## config.mk

```make
export PLATFORM = sky130hd
export DESIGN_NAME = alnum_disp_ctrl
export DESIGN_NICKNAME = d
export VERILOG_FILES = /design/src/rtl/alnum_pkg.sv /design/src/rtl/alnum_bus_sync.sv /design/src/rtl/alnum_scan_ctrl.sv /design/src/rtl/alnum_char_store.sv /design/src/rtl/alnum_seg_drive.sv /design/src/rtl/alnum_disp_ctrl.sv
export SDC_FILE = /design/constraint.sdc
export NUM_CORES = 1
export LEC_CHECK = 0
export CAP_MARGIN = 20
export CORE_MARGIN = 2
export CORE_UTILIZATION = 26
export CTS_CLUSTER_DIAMETER = 150
export DETAILED_ROUTE_END_ITERATION = 8
export GPL_ROUTABILITY_DRIVEN = 1
export PLACE_DENSITY = 0.4
export SETUP_SLACK_MARGIN = 0.02
export SLEW_MARGIN = 15
export SYNTH_ARGS = -nofsm -noshare
export SYNTH_HDL_FRONTEND = slang
export SYNTH_SLANG_ARGS = --single-unit
export TNS_END_PERCENT = 5
```

## constraint.sdc

```tcl
create_clock -name clk -period 3.5 [get_ports clk]
set_input_delay 0.35 -clock clk [delete_from_list [all_inputs] [get_ports clk]]
set_output_delay 0.35 -clock clk [all_outputs]
set_load 0.01 [all_outputs]
```

## src/rtl/alnum_pkg.sv

```systemverilog
package alnum_pkg;
  localparam int DIGITS = 4;
  localparam int ADDR_W = 2;
  localparam int CODE_W = 7;
  localparam int SEG_W  = 17;

  typedef logic [ADDR_W-1:0] addr_t;
  typedef logic [CODE_W-1:0] code_t;
  typedef logic [SEG_W-1:0]  seg_t;

  typedef struct packed {
    logic  chr_wr;
    logic  cur_wr;
    addr_t addr;
    code_t data;
  } bus_cmd_t;

  // codes whose two top bits match have no glyph
  function automatic logic code_is_dark(code_t c);
    return c[6] == c[5];
  endfunction

  // 16-segment glyph for the 64 printable codes, indexed by code[5:0]
  // bits: 0 a1, 1 a2, 2 b, 3 c, 4 d1, 5 d2, 6 e, 7 f, 8 g1, 9 g2,
  //       10 h, 11 i, 12 j, 13 k, 14 l, 15 m
  function automatic logic [15:0] glyph16(logic [5:0] ix);
    logic [15:0] g;
    case (ix)
      6'h00: g = 16'h0AF7; 6'h01: g = 16'h03CF; 6'h02: g = 16'h4A3F; 6'h03: g = 16'h00F3;
      6'h04: g = 16'h483F; 6'h05: g = 16'h01F3; 6'h06: g = 16'h01C3; 6'h07: g = 16'h02FB;
      6'h08: g = 16'h03CC; 6'h09: g = 16'h4833; 6'h0A: g = 16'h007C; 6'h0B: g = 16'h91C0;
      6'h0C: g = 16'h00F0; 6'h0D: g = 16'h14CC; 6'h0E: g = 16'h84CC; 6'h0F: g = 16'h00FF;
      6'h10: g = 16'h03C7; 6'h11: g = 16'h80FF; 6'h12: g = 16'h83C7; 6'h13: g = 16'h03BB;
      6'h14: g = 16'h4803; 6'h15: g = 16'h00FC; 6'h16: g = 16'h30C0; 6'h17: g = 16'hA0CC;
      6'h18: g = 16'hB400; 6'h19: g = 16'h5400; 6'h1A: g = 16'h3033; 6'h1B: g = 16'h4822;
      6'h1C: g = 16'h8400; 6'h1D: g = 16'h4811; 6'h1E: g = 16'hA000; 6'h1F: g = 16'h0030;
      6'h20: g = 16'h0000; 6'h21: g = 16'h0800; 6'h22: g = 16'h0880; 6'h23: g = 16'h4B3C;
      6'h24: g = 16'h4BBB; 6'h25: g = 16'h30A9; 6'h26: g = 16'hB511; 6'h27: g = 16'h1000;
      6'h28: g = 16'h9000; 6'h29: g = 16'h2400; 6'h2A: g = 16'hFF00; 6'h2B: g = 16'h4B00;
      6'h2C: g = 16'h2000; 6'h2D: g = 16'h0300; 6'h2E: g = 16'h0010; 6'h2F: g = 16'h3000;
      6'h30: g = 16'h30FF; 6'h31: g = 16'h100C; 6'h32: g = 16'h0377; 6'h33: g = 16'h023F;
      6'h34: g = 16'h038C; 6'h35: g = 16'h03BB; 6'h36: g = 16'h03FB; 6'h37: g = 16'h000F;
      6'h38: g = 16'h03FF; 6'h39: g = 16'h03BF; 6'h3A: g = 16'h4800; 6'h3B: g = 16'h2800;
      6'h3C: g = 16'h9000; 6'h3D: g = 16'h0330; 6'h3E: g = 16'h2400; 6'h3F: g = 16'h4207;
      default: g = 16'h0000;
    endcase
    return g;
  endfunction

  // full 17-bit pattern for one character position
  function automatic seg_t render(code_t c, logic show_cursor);
    if (show_cursor)         return '1;
    else if (code_is_dark(c)) return '0;
    else                      return {1'b0, glyph16(c[5:0])};
  endfunction
endpackage

```

## src/rtl/alnum_bus_sync.sv

```systemverilog
module alnum_bus_sync
  import alnum_pkg::*;
#(
  parameter int SYNC_STAGES = 2
) (
  input  logic     clk,
  input  logic     rst_n,
  input  code_t    data_in,
  input  addr_t    dig_addr,
  input  logic     cs1_n,
  input  logic     cs2_n,
  input  logic     wr_n,
  input  logic     store_sel,
  input  logic     cursor_on,
  input  logic     blank_n,
  input  logic     clear_n,
  output bus_cmd_t cmd,
  output logic     wr_pulse,
  output logic     cur_en_s,
  output logic     blank_act,
  output logic     clr_req
);
  localparam int RAW_W = CODE_W + ADDR_W + 7;
  localparam logic [RAW_W-1:0] IDLE =
    {1'b1, 1'b1, 1'b0, 1'b1, 1'b1, 1'b1, 1'b1, {ADDR_W{1'b0}}, {CODE_W{1'b0}}};

  logic [RAW_W-1:0] raw;
  logic [RAW_W-1:0] chain [SYNC_STAGES];
  logic [RAW_W-1:0] s;
  logic             en_now, en_prev;

  assign raw = {clear_n, blank_n, cursor_on, store_sel, wr_n, cs2_n, cs1_n, dig_addr, data_in};

  always_ff @(posedge clk or negedge rst_n) begin
    if (!rst_n) begin
      for (int i = 0; i < SYNC_STAGES; i++) chain[i] <= IDLE;
    end else begin
      chain[0] <= raw;
      for (int i = 1; i < SYNC_STAGES; i++) chain[i] <= chain[i-1];
    end
  end

  assign s = chain[SYNC_STAGES-1];

  // combined enable: both selects and strobe low
  assign en_now = ~s[CODE_W+ADDR_W] & ~s[CODE_W+ADDR_W+1] & ~s[CODE_W+ADDR_W+2];

  always_ff @(posedge clk or negedge rst_n) begin
    if (!rst_n) en_prev <= 1'b0;
    else        en_prev <= en_now;
  end

  assign wr_pulse    = en_now & ~en_prev;
  assign cmd.chr_wr  = wr_pulse &  s[CODE_W+ADDR_W+3];
  assign cmd.cur_wr  = wr_pulse & ~s[CODE_W+ADDR_W+3];
  assign cmd.addr    = s[CODE_W +: ADDR_W];
  assign cmd.data    = s[0 +: CODE_W];
  assign cur_en_s    =  s[CODE_W+ADDR_W+4];
  assign blank_act   = ~s[CODE_W+ADDR_W+5];
  assign clr_req     = ~s[CODE_W+ADDR_W+6];
endmodule

```

## src/rtl/alnum_scan_ctrl.sv

```systemverilog
module alnum_scan_ctrl
  import alnum_pkg::*;
#(
  parameter int DWELL_CYCLES = 2500
) (
  input  logic  clk,
  input  logic  rst_n,
  input  logic  blank_act,
  output addr_t scan_idx
);
  localparam int CNT_W = (DWELL_CYCLES > 1) ? $clog2(DWELL_CYCLES) : 1;
  localparam logic [CNT_W-1:0] LAST = CNT_W'(DWELL_CYCLES - 1);

  logic [CNT_W-1:0] dwell_cnt;
  logic             step;

  assign step = (dwell_cnt == LAST);

  always_ff @(posedge clk or negedge rst_n) begin
    if (!rst_n) begin
      dwell_cnt <= '0;
      scan_idx  <= '0;
    end else if (blank_act) begin
      dwell_cnt <= '0;
      scan_idx  <= '0;
    end else if (step) begin
      dwell_cnt <= '0;
      scan_idx  <= scan_idx + 1'b1;
    end else begin
      dwell_cnt <= dwell_cnt + 1'b1;
    end
  end
endmodule

```

## src/rtl/alnum_char_store.sv

```systemverilog
module alnum_char_store
  import alnum_pkg::*;
(
  input  logic                     clk,
  input  logic                     rst_n,
  input  bus_cmd_t                 cmd,
  input  logic                     clr_act,
  input  addr_t                    scan_idx,
  output code_t                    rd_code,
  output logic                     rd_cur,
  output logic [DIGITS*CODE_W-1:0] ascii_flat
);
  logic [DIGITS-1:0][CODE_W-1:0] words;
  logic [DIGITS-1:0]             cur_bits;

  always_ff @(posedge clk or negedge rst_n) begin
    if (!rst_n) begin
      words    <= '0;
      cur_bits <= '0;
    end else begin
      for (int k = 0; k < DIGITS; k++) begin
        if (clr_act && scan_idx == addr_t'(k))
          words[k] <= '0;
        else if (cmd.chr_wr && cmd.addr == addr_t'(k))
          words[k] <= cmd.data;
        if (cmd.cur_wr && cmd.addr == addr_t'(k))
          cur_bits[k] <= cmd.data[0];
      end
    end
  end

  assign rd_code    = words[scan_idx];
  assign rd_cur     = cur_bits[scan_idx];
  assign ascii_flat = words;
endmodule

```

## src/rtl/alnum_seg_drive.sv

```systemverilog
module alnum_seg_drive
  import alnum_pkg::*;
(
  input  logic              clk,
  input  logic              rst_n,
  input  logic              blank_act,
  input  logic              cur_en,
  input  addr_t             scan_idx,
  input  code_t             rd_code,
  input  logic              rd_cur,
  output seg_t              seg_out,
  output logic [DIGITS-1:0] dig_en
);
  logic [DIGITS-1:0] dig_dec;

  for (genvar g = 0; g < DIGITS; g++) begin : g_dec
    assign dig_dec[g] = (scan_idx == addr_t'(g));
  end

  always_ff @(posedge clk or negedge rst_n) begin
    if (!rst_n) begin
      seg_out <= '0;
      dig_en  <= '0;
    end else if (blank_act) begin
      seg_out <= '0;
      dig_en  <= '0;
    end else begin
      seg_out <= render(rd_code, cur_en & rd_cur);
      dig_en  <= dig_dec;
    end
  end
endmodule

```

## src/rtl/alnum_disp_ctrl.sv

```systemverilog
module alnum_disp_ctrl
  import alnum_pkg::*;
#(
  parameter int DWELL_CYCLES = 2500,
  parameter int SYNC_STAGES  = 2
) (
  input  logic        clk,
  input  logic        rst_n,
  input  logic [6:0]  data_in,
  input  logic [1:0]  dig_addr,
  input  logic        cs1_n,
  input  logic        cs2_n,
  input  logic        wr_n,
  input  logic        store_sel,
  input  logic        cursor_on,
  input  logic        blank_n,
  input  logic        clear_n,
  output logic [16:0] seg_out,
  output logic [3:0]  dig_en
);
  bus_cmd_t                 cmd;
  logic                     wr_pulse, cur_en_s, blank_act, clr_req, clr_act;
  logic                     chr_wr, cur_wr;
  addr_t                    wr_addr, scan_idx;
  code_t                    wr_data, rd_code;
  logic                     rd_cur;
  logic [DIGITS*CODE_W-1:0] ascii_flat;

  alnum_bus_sync #(.SYNC_STAGES(SYNC_STAGES)) u_sync (
    .clk, .rst_n, .data_in, .dig_addr, .cs1_n, .cs2_n, .wr_n, .store_sel,
    .cursor_on, .blank_n, .clear_n, .cmd, .wr_pulse, .cur_en_s, .blank_act, .clr_req
  );

  // named events for the checker
  assign chr_wr  = cmd.chr_wr;
  assign cur_wr  = cmd.cur_wr;
  assign wr_addr = cmd.addr;
  assign wr_data = cmd.data;
  assign clr_act = clr_req & ~blank_act;

  alnum_scan_ctrl #(.DWELL_CYCLES(DWELL_CYCLES)) u_scan (
    .clk, .rst_n, .blank_act, .scan_idx
  );

  alnum_char_store u_store (
    .clk, .rst_n, .cmd, .clr_act, .scan_idx, .rd_code, .rd_cur, .ascii_flat
  );

  alnum_seg_drive u_drive (
    .clk, .rst_n, .blank_act, .cur_en(cur_en_s), .scan_idx, .rd_code, .rd_cur,
    .seg_out, .dig_en
  );
endmodule

```

==> results by group, run 1 <==
Pwr
  • IR drop worst, VDD: around 200 uV
  • Pwr Density: around 410 nW/um^2
  • LEAKAGE: approximately 2.6 nW
  • Overall power: between 2 and 3 mW

Timing
  • Skew final: about 0.0083 ns
  • RSZ-0062 raised after global routing: no
  • Worst slew pin tran: around 0.8 ns
  • Setup TNS: 0 ns
  • Final WS setup: about 0.43 ns
  • Final setup viols: 0
  • Achievable Freq: ~0.33 GHz
  • Endpoints failing hold: 0
  • Hold Slack: about 0.020 ns
  • Minimum clock period: 3.07 ns
  • Tcrit/Tclk final: 87.7%
  • Pins Over Slew Limit: 0
  • Slew headroom: 46.7%

Floorplan
  • Chip width: approximately 150 um
  • CORE AREA: 20100 um^2
  • Initial Utilization: a little over a quarter
  • Row cnt: 52
  • I/O pins: 39
  • Height of the die: ~150 um
  • Die footprint: approximately 21000 um^2

CTS
  • Number of H-tree levels: 3
  • Max clock buf depth: 2
  • Sink Count: 100
  • PostCTS Resize Cnt: 0
  • Clk_lat worst skew: 0.35 ns
  • CTS tree: done
  • CTS Hold Bufs: 0
  • Clock root buffer master: clkbuf_16
  • Total CTS buffers: 9
  • # Post-CTS Setup Buffers: 0
  • Clock-pin transition on the worst setup and hold timing paths: around 0.07 ns

Routing
  • DR iter-0 viols: about 260
  • Residual DRC: 0
  • Antenna-violating nets left: 0
  • Vias per cell: 5.00
  • DR vias: 3952
  • Routed len/inst: 18.0 um
  • Pre-antenna DRT Iters: 4
  • Post-detailed-routing wire length: ~14000 um

Global routing
  • Gr usage total: 13.8%
  • Vias in the first global route: about 4.0k
  • Initial antenna violation count: 0
  • Largest net degree at the start of global routing: between 50 and 60
  • Global route total overflow: 0
  • First-pass GRT wire length: between 20000 and 25000 um

Synthesis
  • Most used flip-flop cell after synthesis: dfrtp_1
  • Synth top area cells: dfrtp_1, mux2i_1, dfstp_2
  • Post-synthesis sequential area ratio: around 48%
  • EDFF count, synth: 0
  • Synth warn: 0
  • Area of the mapped netlist: ~5300 um^2
  • Post-synth top area cell: dfrtp_1
  • Post-Syn Area per Cell: around 11 um^2
  • Number of synthesized register bits: 100
  • Netlist cell types: 63
  • Syn Nets: 522
  • Mapped Cells: just under 500
  • Top cell type's share of synthesized area: 41.7%
  • Async set-reset flop share out of synthesis: between 90% and 100%

Setup path
  • CP delay by family, top: multiplexers
  • Worst EP arrival: approximately 3.3 ns
  • Worst setup SP type: flop
  • Worst-path fanout max: 14
  • Crit-path cells: mux4_2 > inv_1 > ha_1 > inv_1 > mux2i_1 > o221ai_1 > a311o_1 > a31oi_1
  • Worst Path Buf+Inv: 2
  • Kind of critical path: flop to flop
  • R2r worst-path depth: 8
  • Critical Path Most Common Cell: inv_1
  • FF-to-FF setup slack: between 0.4 and 0.5 ns
  • Crit. End Element: flop
  • CP peak stage delay: 0.74 ns
  • Crit path required time: between 3 and 4 ns
  • WP depth: 8
  • Slowest-stage cell, CP: mux4_2

Finish
  • N_diodes: 0
  • Share of cells above drive strength 1: between 10% and 20%
  • Utilization after layout: 30.9%
  • Final Cell Area: about 6200 um^2
  • Final std cells w/o fill: 791
  • Most common cell after layout, fill and taps aside: dfrtp_1
  • Fin nets: 547
  • Most frequent cells in the layout: dfrtp_1, nor2_1, mux2i_1, clkdlybuf4s50_1, nand2_1
  • Area growth syn-to-layout: 17.5%

Status
  • Status: complete, no violations

Place
  • Post-Place Cells: slightly below 800
  • Routability Congestion: ~0.85
  • DP HPWL: ~9700 um
  • Worst slack, placed: roughly 0.47 ns
  • Placed cell areas: roughly 5900 um^2
  • Port Buf Inserts: 38

Hold path
  • Worst hold path type: input pin to asynchronous set/reset pin

Run
  • MaxCap Viol Count: 0
==> sequential cells by signal, summed over array words and instances (netlist names) <==
register,count
u_sync.chain,16
u_store.ascii_flat,28
u_sync.en_prev,1
u_drive.seg_out,17
u_sync.s,16
u_store.cur_bits,4
u_drive.dig_en,4
u_scan.scan_idx,2
u_scan.dwell_cnt,12
==> worst reg2reg max path: cells and delay by family, from the launching register on <==
family | cells | cell delay, ns
flip-flops | 1 | 0.67
buffers and inverters | 2 | 0.37
multiplexers | 2 | 0.93
adder cells (fa/ha/maj) | 1 | 0.32
AO/OA/AOI/OAI | 3 | 0.68
==> layer usage <==
| metal | vias to the layer above | share of wire (%) | GRT usage (%) |
|---|---|---|---|
| met3 | 24 | 4.6 | 3.09 |
| li1 | 1814 | - | - |
| met5 | - | 0 | 0 |
| met2 | 131 | 48 | 22.4 |
| met1 | 1983 | 45 | 18.0 |
| met4 | 0 | 2.3 | 5.10 |
==> Yosys cell counts, types with 6 or more instances <==
master and n:
dfrtp_1 88, nor2_1 53, mux2i_1 51, nand2_1 23, a21oi_1 21, nand3_1 20
clkbuf_1 19, buf_2 14, ha_1 13, dfstp_2 12, inv_1 12, o21ai_0 10
nand2b_1 9, nor2b_1 9, and2_1 8, mux2_2 8, xor2_1 8, mux4_2 7
o211ai_1 7, o31a_1 7, xnor2_1 7, a211oi_1 6
==> power breakdown <==
group | internal (mW) | switching, mW | leakage, nW | total, mW
clock network | 0.497 | 0.480 | 0.137 | 0.977
logic | 0.123 | 0.136 | 1.22 | 0.259
registers | 1.25 | 0.0561 | 1.27 | 1.30
==> layout make-up <==
class | count | area, um^2
Timing Repair Buffer | 52 | 495
Sequential cell | 100 | 2520
Clock buffer | 10 | 229
Clock inverter | 6 | 56.3
Tap cell | 270 | 338
Inverter | 13 | 48.8
Multi-Input combinational cell | 340 | 2520
Fill cell | 2047 | 13900
==> worst paths after layout <==
| kind | start | endpoint |
|---|---|---|
| worst min register to register | u_sync.chain[22] | u_sync.s[6] |
| worst max register to register | u_scan.scan_idx[0] | u_drive.seg_out[5] |
| min in group clk | u_sync.chain[22] | u_sync.s[6] |
| worst min-delay path | rst_n | u_sync.s[7] |
| max in group asynchronous | rst_n | u_sync.s[14] |
| worst max-delay path | u_scan.scan_idx[0] | u_drive.seg_out[5] |
==> kinds of logic after synthesis <==
group                    Yosys count  share of synthesized area, %
multiplexers                      68                          15.1
AND/OR/NAND/NOR                  151                          14.1
XOR/XNOR                          15                          2.49
adder cells (fa/ha/maj)           13                          3.08
flip-flops                       100                          47.7
buffers and inverters             51                          4.59
AO/OA/AOI/OAI                     93                          13.0
(Power assumes the default switching activity.)
==> run 2: changes to the inputs <==
- CAP_MARGIN: 20 -> 40
==> results of run 2 <==
Same layout as run 1: the final DEF is identical, and so are final timing and power.
